[src/rtl/vsamp_pkg.sv]
`timescale 1ns/1ps
package vsamp_pkg;
  // clocks between the first edge that samples a sync pin and the edge that acts on it
  localparam int SYNC_LAT = 2;
endpackage

[src/rtl/vsamp_edge.sv]
`timescale 1ns/1ps
module vsamp_edge (
  input  logic clk,
  input  logic rst_n,
  input  logic din,
  output logic fall_evt
);
  logic s1, s2, s3, armed;

  always_ff @(posedge clk or negedge rst_n) begin
    if (!rst_n) begin
      s1 <= 1'b0; s2 <= 1'b0; s3 <= 1'b0; armed <= 1'b0;
    end else begin
      s1 <= din;
      s2 <= s1;
      s3 <= s2;
      if (s2 && !s3)    armed <= 1'b1;
      else if (fall_evt) armed <= 1'b0;
    end
  end

  assign fall_evt = armed && s3 && !s2;

  // one trailing edge gives one event
  p_fall_single_r2: assert property (@(posedge clk) disable iff (!rst_n)
    fall_evt |=> !fall_evt);
endmodule

[src/rtl/vsamp_line_seq.sv]
`timescale 1ns/1ps
module vsamp_line_seq #(
  parameter int GROUP_LINES = 8,
  parameter int GRP_W       = 8
) (
  input  logic             clk,
  input  logic             rst_n,
  input  logic             frame_evt,
  input  logic             line_evt,
  input  logic [GRP_W-1:0] group_count,
  output logic             line_start
);
  localparam int POS_W = $clog2(GROUP_LINES);
  localparam logic [POS_W-1:0] LAST_POS = POS_W'(GROUP_LINES - 1);

  logic             active;
  logic [POS_W-1:0] line_pos;
  logic [GRP_W-1:0] grp;

  assign line_start = line_evt && active && !frame_evt &&
                      (line_pos == '0) && (grp < group_count);

  always_ff @(posedge clk or negedge rst_n) begin
    if (!rst_n) begin
      active <= 1'b0; line_pos <= '0; grp <= '0;
    end else if (frame_evt) begin
      active <= 1'b1; line_pos <= '0; grp <= '0;
    end else if (line_evt && active) begin
      if (line_pos == LAST_POS) begin
        line_pos <= '0;
        grp      <= grp + 1'b1;
        if (grp + 1'b1 >= group_count) active <= 1'b0;
      end else begin
        line_pos <= line_pos + 1'b1;
      end
    end
  end

  // a capture opens a group, so the next line is not a group head
  p_start_head_r6: assert property (@(posedge clk) disable iff (!rst_n)
    line_start |=> (line_pos == POS_W'(1)));
endmodule

[src/rtl/vsamp_capture.sv]
`timescale 1ns/1ps
module vsamp_capture
  import vsamp_pkg::*;
#(
  parameter int DATA_W      = 24,
  parameter int NUM_SAMPLES = 96,
  parameter int TS_W        = 16,
  parameter int DEF_START   = 80,
  parameter int DEF_PERIOD  = 21,
  localparam int IDX_W      = $clog2(NUM_SAMPLES)
) (
  input  logic              clk,
  input  logic              rst_n,
  input  logic              start,
  input  logic              line_evt,
  input  logic              frame_evt,
  input  logic [DATA_W-1:0] adc_data,
  input  logic [TS_W-1:0]   start_delay,
  input  logic [TS_W-1:0]   pixel_period,
  output logic              adc_oe_n,
  output logic              wr_en,
  output logic [IDX_W-1:0]  wr_idx,
  output logic [DATA_W-1:0] wr_data,
  output logic              line_ready,
  output logic              overrun
);
  localparam logic [IDX_W-1:0] LAST_IDX = IDX_W'(NUM_SAMPLES - 1);

  function automatic logic [TS_W-1:0] eff_delay(input logic [TS_W-1:0] d);
    return (d == '0) ? TS_W'(DEF_START) : d;
  endfunction

  function automatic logic [TS_W-1:0] eff_period(input logic [TS_W-1:0] p);
    return (p == '0) ? TS_W'(DEF_PERIOD) : p;
  endfunction

  // clocks from the edge that acts on the sync to the first sample edge
  function automatic logic [TS_W-1:0] lead_time(input logic [TS_W-1:0] d);
    logic [TS_W-1:0] e;
    e = eff_delay(d);
    return (e > TS_W'(SYNC_LAT)) ? e - TS_W'(SYNC_LAT) : TS_W'(1);
  endfunction

  logic [TS_W-1:0]  tnow, deadline;
  logic [IDX_W-1:0] idx;
  logic             busy, hit;

  assign hit      = busy && (tnow == deadline) && !line_evt;
  assign wr_en    = hit;
  assign wr_idx   = idx;
  assign wr_data  = adc_data;
  assign adc_oe_n = !busy;

  always_ff @(posedge clk or negedge rst_n) begin
    if (!rst_n) begin
      tnow <= '0; deadline <= '0; idx <= '0;
      busy <= 1'b0; line_ready <= 1'b0; overrun <= 1'b0;
    end else begin
      tnow       <= tnow + 1'b1;
      line_ready <= 1'b0;
      if (frame_evt) overrun <= 1'b0;
      if (line_evt) begin
        if (busy) overrun <= 1'b1;
        busy <= start;
        if (start) begin
          idx      <= '0;
          deadline <= tnow + lead_time(start_delay);
        end
      end else if (hit) begin
        if (idx == LAST_IDX) begin
          busy       <= 1'b0;
          line_ready <= 1'b1;
        end else begin
          idx      <= idx + 1'b1;
          deadline <= deadline + eff_period(pixel_period);
        end
      end
    end
  end

  // checker state: clocks since the last buffer write
  logic [TS_W-1:0] gap_q;
  always_ff @(posedge clk or negedge rst_n) begin
    if (!rst_n)     gap_q <= '0;
    else if (wr_en) gap_q <= TS_W'(1);
    else            gap_q <= gap_q + 1'b1;
  end

  // samples inside a line sit exactly one period apart
  p_sample_gap_r4: assert property (@(posedge clk) disable iff (!rst_n)
    (wr_en && wr_idx != '0) |-> (gap_q == eff_period(pixel_period)));

  // the enable is released right after the last sample
  p_oe_release_r7: assert property (@(posedge clk) disable iff (!rst_n)
    (wr_en && wr_idx == LAST_IDX) |=> adc_oe_n);

  // ready follows the last sample write
  p_ready_after_last_r8: assert property (@(posedge clk) disable iff (!rst_n)
    line_ready |-> $past(wr_en && wr_idx == LAST_IDX));

  // overrun rises only when a reference hits a running capture
  p_overrun_cause_r9: assert property (@(posedge clk) disable iff (!rst_n)
    $rose(overrun) |-> $past(line_evt && busy));
endmodule

[src/rtl/vsamp_top.sv]
`timescale 1ns/1ps
module vsamp_top #(
  parameter int DATA_W      = 24,
  parameter int NUM_SAMPLES = 96,
  parameter int TS_W        = 16,
  parameter int GRP_W       = 8,
  parameter int GROUP_LINES = 8,
  parameter int DEF_START   = 80,
  parameter int DEF_PERIOD  = 21
) (
  input  logic                           clk,
  input  logic                           rst_n,
  input  logic [DATA_W-1:0]              adc_data,
  input  logic                           hsync,
  input  logic                           vsync,
  input  logic [TS_W-1:0]                start_delay,
  input  logic [TS_W-1:0]                pixel_period,
  input  logic [GRP_W-1:0]               group_count,
  output logic                           adc_oe_n,
  input  logic [$clog2(NUM_SAMPLES)-1:0] rd_addr,
  output logic [DATA_W-1:0]              rd_data,
  output logic                           line_ready,
  output logic                           overrun
);
  localparam int IDX_W = $clog2(NUM_SAMPLES);

  logic              hs_fall, vs_fall, line_start, wr_en;
  logic [IDX_W-1:0]  wr_idx;
  logic [DATA_W-1:0] wr_data;
  logic [DATA_W-1:0] mem [NUM_SAMPLES];

  vsamp_edge u_hs (.clk(clk), .rst_n(rst_n), .din(hsync), .fall_evt(hs_fall));
  vsamp_edge u_vs (.clk(clk), .rst_n(rst_n), .din(vsync), .fall_evt(vs_fall));

  vsamp_line_seq #(.GROUP_LINES(GROUP_LINES), .GRP_W(GRP_W)) u_seq (
    .clk(clk), .rst_n(rst_n), .frame_evt(vs_fall), .line_evt(hs_fall),
    .group_count(group_count), .line_start(line_start));

  vsamp_capture #(.DATA_W(DATA_W), .NUM_SAMPLES(NUM_SAMPLES), .TS_W(TS_W),
                  .DEF_START(DEF_START), .DEF_PERIOD(DEF_PERIOD)) u_cap (
    .clk(clk), .rst_n(rst_n), .start(line_start), .line_evt(hs_fall),
    .frame_evt(vs_fall), .adc_data(adc_data), .start_delay(start_delay),
    .pixel_period(pixel_period), .adc_oe_n(adc_oe_n), .wr_en(wr_en),
    .wr_idx(wr_idx), .wr_data(wr_data), .line_ready(line_ready),
    .overrun(overrun));

  always_ff @(posedge clk or negedge rst_n) begin
    if (!rst_n) begin
      for (int i = 0; i < NUM_SAMPLES; i++) mem[i] <= '0;
    end else if (wr_en) begin
      mem[wr_idx] <= wr_data;
    end
  end

  assign rd_data = (rd_addr < IDX_W'(NUM_SAMPLES)) ? mem[rd_addr] : '0;

  // no write lands outside the buffer
  p_write_in_range_r5: assert property (@(posedge clk) disable iff (!rst_n)
    wr_en |-> (wr_idx < IDX_W'(NUM_SAMPLES)));
endmodule

[config.mk]
export PLATFORM = sky130hd
export DESIGN_NAME = vsamp_top
export DESIGN_NICKNAME = d
export VERILOG_FILES = /design/src/rtl/vsamp_pkg.sv /design/src/rtl/vsamp_edge.sv /design/src/rtl/vsamp_line_seq.sv /design/src/rtl/vsamp_capture.sv /design/src/rtl/vsamp_top.sv
export SDC_FILE = /design/constraint.sdc
export NUM_CORES = 2
export LEC_CHECK = 0
export ABC_CLOCK_PERIOD_IN_PS = 9810
export BUFFER_PORTS_ARGS = -buffer_cell sky130_fd_sc_hd__buf_2
export CORE_ASPECT_RATIO = 0.75
export CORE_MARGIN = 3
export CORE_UTILIZATION = 69
export CTS_BUF_LIST = sky130_fd_sc_hd__clkbuf_16
export DETAILED_ROUTE_END_ITERATION = 6
export GPL_TIMING_DRIVEN = 0
export HOLD_SLACK_MARGIN = 0.05
export PLACE_DENSITY = 0.85
export SYNTH_ARGS = -nofsm -noshare
export SYNTH_HDL_FRONTEND = slang
export SYNTH_SLANG_ARGS = --single-unit
[constraint.sdc]
create_clock -name clk -period 9.81 [get_ports clk]
set_input_delay 2.943 -clock clk [delete_from_list [all_inputs] [get_ports clk]]
set_output_delay 2.943 -clock clk [all_outputs]
set_load 0.02 [all_outputs]
==> flow_summary.json <==
{
  "setup_viol": 13,
  "power.share.combinational_pct": 6.8,
  "violations": "design-rule violations, negative setup slack",
  "dp_slack_ns": -2.061,
  "path_buf_inv": 5,
  "drtIter0Drc": 7845,
  "tightest_slew_ns": 1.422,
  "cp_top_family": "buffers and inverters",
  "cp-start-kind": "input pin",
  "rsz0062_at_grt": "no",
  "layout_commonest_cell": "dfrtp_1",
  "crit_type": "in2out",
  "syn-num-nets": 6884,
  "fp.coreArea_um2": 158300,
  "grt_usage_pct": 39.18,
  "fmax_mhz": 101.0,
  "path_cells": "clkbuf_2 -> clkbuf_1 -> clkbuf_1 -> mux4_2 -> mux4_2 -> inv_1 -> o22ai_1 -> buf_2",
  "endpoint_kind": "primary output",
  "slew-limit-headroom_pct": 5.185,
  "gp_congestion": 0.9107,
  "p_clk_share_pct": 42.0,
  "area_growth_pct": 9.367,
  "cts_buffers": 213,
  "p_int_uw": 14430,
  "worstPathMaxFanout": 10,
  "cts_sinks": 2366,
  "multi_input_area_um2": 47770,
  "drc": 1,
  "ios": 102,
  "synthesis.area_um2": 110600,
  "clk_pin_slew_worst_paths_ns": 0.07,
  "critPathSlowestCell": "clkbuf_1",
  "hold_slack_ns": 0.3485,
  "layout_setup_ws_ns": -0.09171,
  "synth_edf_count": 0,
  "mostFrequentLayoutCells": "dfrtp_1 (2366), mux2_2 (2090), mux4_2 (744)",
  "vias_per_cell": 7.016,
  "grt_max_degree": 181,
  "holdCritStartpoint": "u_hs.s1",
  "timing.setup.tns_ns": -0.5685,
  "p_seq_share_pct": 51.2,
  "p_sw_uw": 4786,
  "firstDrtPassIters": 7,
  "synth-seq-cells": 2366,
  "final-seq-area_um2": 59210,
  "cts_root_buf": "clkbuf_16",
  "period_share_pct": 100.9,
  "synthArstFlopShare_pct": 100.0,
  "p_leak_uw": 0.05921,
  "wirelength_um": 317300,
  "hold_depth": 0,
  "drive_gt1_share_pct": 49.79,
  "worstReg2RegEnd": "mem[942]",
  "die_area_um2": 165100,
  "syn_area_per_cell_um2": 16.37,
  "rr_worst_depth": 10,
  "numPortBuffers": 70,
  "min_to": "u_hs.s2",
  "antenna_found_initial": 38,
  "dp.final_hpwl_um": 228900,
  "die_y_um": 352.7,
  "fill_cells": 8992,
  "status": "finished, violations left",
  "cts_setup_buffers": 0,
  "crit_arrival_ns": 6.96,
  "rows": 126,
  "clock_latency_ns": 0.89,
  "gr-total-overflow": 0,
  "fin_crit_ns": 9.902,
  "ys_seq_area_share_pct": 53.55,
  "ys_types": 62,
  "max-cap-violations": 0,
  "swShare_pct": 24.90,
  "grt_pass1_vias": 68000,
  "fin_nets": 7184,
  "reg2reg_from": "u_cap.tnow[2]",
  "vias": 65800,
  "dieWidth_um": 468.2,
  "worst_hold_path_type": "reg2reg",
  "synth_ff_type": "dfrtp_1",
  "clockBufferDepth": 3,
  "required_ns": 6.87,
  "htreeDepth": 4,
  "cts_tree": "yes",
  "critical-path-max-stage-delay_ns": 1.01,
  "routedWlPerCell_um": 33.83,
  "cts_hold_buf": 0,
  "reg2reg_slack_ns": 5.04,
  "ant_nets": 0,
  "p_per_area_nw_per_um2": 158.9,
  "yosysWarnings": 0,
  "ir_worst_vdd_v": 0.0001951,
  "final-hold-violation-count": 0,
  "slew_violations": 0,
  "clock_skew_ns": 0.03881,
  "synthCells": 6754,
  "grt_pass1_wl_um": 466500,
  "start_util_pct": 69.85
}
## layer usage
metal	vias to the layer above	track usage (%)	share of wire (%)	wire [um]
met3	724	15.79	13	41200
met2	3569	55.09	44	138900
met5	-	0.1748	0.045	143
met4	22	14.20	4.1	12940
li1	25760	-	-	-
met1	35730	55.87	39	124100
## stage by stage
step	utilization [%]	total power (uW)	cell area [um^2]	instances
floorplan	-	10710	110600	6754
global placement	71.74	11260	113600	8936
detailed placement	72.02	11290	114000	8951
CTS	76.34	19210	120800	9341
global route	76.35	19720	120900	9351
finish	76.40	19220	120900	9379
## power by group through the flow
stage	sequential (uW)	clock (uW)	combinational, uW
detailed placement	10000	0	1270
floorplan	10000	0	696
CTS	9840	8080	1290
finish	9840	8070	1300
global placement	10000	0	1210
global route	9840	8480	1400
## cell usage after synthesis (3+ instances only)
| library cell | instances | share of area (%) |
|---|---|---|
| a211oi_1 | 8 | 0.054 |
| a21o_1 | 4 | 0.027 |
| a21oi_1 | 40 | 0.18 |
| a31oi_1 | 8 | 0.045 |
| and2_1 | 6 | 0.034 |
| and3_1 | 9 | 0.051 |
| buf_1 | 54 | 0.18 |
| buf_2 | 51 | 0.23 |
| buf_4 | 89 | 0.60 |
| buf_6 | 81 | 0.82 |
| clkbuf_1 | 365 | 1.2 |
| dfrtp_1 | 2366 | 54 |
| ha_1 | 53 | 0.60 |
| inv_1 | 49 | 0.17 |
| mux2_1 | 216 | 2.2 |
| mux2_2 | 2090 | 21 |
| mux2i_1 | 27 | 0.24 |
| mux4_2 | 744 | 15 |
| nand2_1 | 54 | 0.18 |
| nand2b_1 | 9 | 0.051 |
| nand3_1 | 22 | 0.10 |
| nand3_4 | 3 | 0.048 |
| nand3b_1 | 5 | 0.034 |
| nand4_1 | 6 | 0.034 |
| nor2_1 | 71 | 0.24 |
| nor2_2 | 38 | 0.22 |
| nor2_4 | 10 | 0.10 |
| nor2_8 | 40 | 0.72 |
| nor2b_1 | 16 | 0.091 |
| nor3_1 | 18 | 0.081 |
| nor3b_1 | 3 | 0.020 |
| nor4_1 | 9 | 0.051 |
| o21a_1 | 6 | 0.041 |
| o21ai_0 | 30 | 0.14 |
| o22ai_1 | 25 | 0.14 |
| or2_2 | 7 | 0.040 |
| or3_1 | 9 | 0.051 |
| or4_1 | 5 | 0.034 |
| xnor2_1 | 50 | 0.40 |
| xor2_1 | 31 | 0.25 |
## how the worst max path moves through the flow
stage	endpoint	cells after the start	start	slack, ns
floorplan	rd_data[10]	9	rd_addr[0]	1.23
global placement	mem[308]	1	rst_n	-44.91
detailed placement	rd_data[14]	10	rd_addr[1]	-2.06
CTS	rd_data[23]	10	rd_addr[0]	0.006
global route	rd_data[14]	10	rd_addr[0]	0.0008
finish	rd_data[12]	8	rd_addr[4]	-0.09
## worst reg2reg max path, stage by stage (launching register included)
cell and delay [ns]:
dfrtp_1 0.46, xnor2_1 0.33, nand4_1 0.11, or4_1 0.56
or2_4 0.30, nor4_2 0.70, nand2_1 0.30, buf_2 0.46
nor2_2 0.69, buf_4 0.37, mux2_2 0.37
## kinds of logic (layout without fill, tap and decap cells)
| family | after synthesis | after routing | share of synthesized area, % |
|---|---|---|---|
| buf+inv | 690 | 1165 | 3.267 |
| mux | 3077 | 3077 | 38.89 |
| compound gates | 136 | 136 | 0.7412 |
| other cells | 0 | 38 | 0 |
| flops | 2366 | 2366 | 53.55 |
| fa+ha+maj | 57 | 57 | 0.6541 |
| simple gates | 347 | 347 | 2.262 |
| xor+xnor | 81 | 81 | 0.6416 |
## flip-flops by register name, indices dropped and copies added, names as in the netlist
name	count
u_hs.s1	1
mem	2304
u_cap.overrun	1
u_cap.deadline	16
u_cap.line_ready	1
u_cap.wr_idx	7
u_vs.armed	1
u_cap.busy	1
u_hs.s3	1
u_seq.grp	8
u_vs.s1	1
u_cap.tnow	16
u_seq.active	1
u_seq.line_pos	3
u_hs.armed	1
u_vs.s2	1
u_hs.s2	1
u_vs.s3	1
## cell type report
class | instances | share of cell area (%)
Clock buffer | 213 | 4.408
Clock inverter | 177 | 1.007
Multi-Input combinational cell | 3698 | 39.51
Buffer | 641 | 3.059
Tap cell | 2112 | 2.185
Timing Repair Buffer | 85 | 0.6436
Inverter | 49 | 0.1521
Sequential cell | 2366 | 48.96
Antenna cell | 38 | 0.07864
## timing repair
item,in CTS,in global routing
endpoints found under the hold margin,0,0
setup endpoints to repair,24,21
resized for setup,132,40
Note: power is estimated with default switching activity, not from simulation.
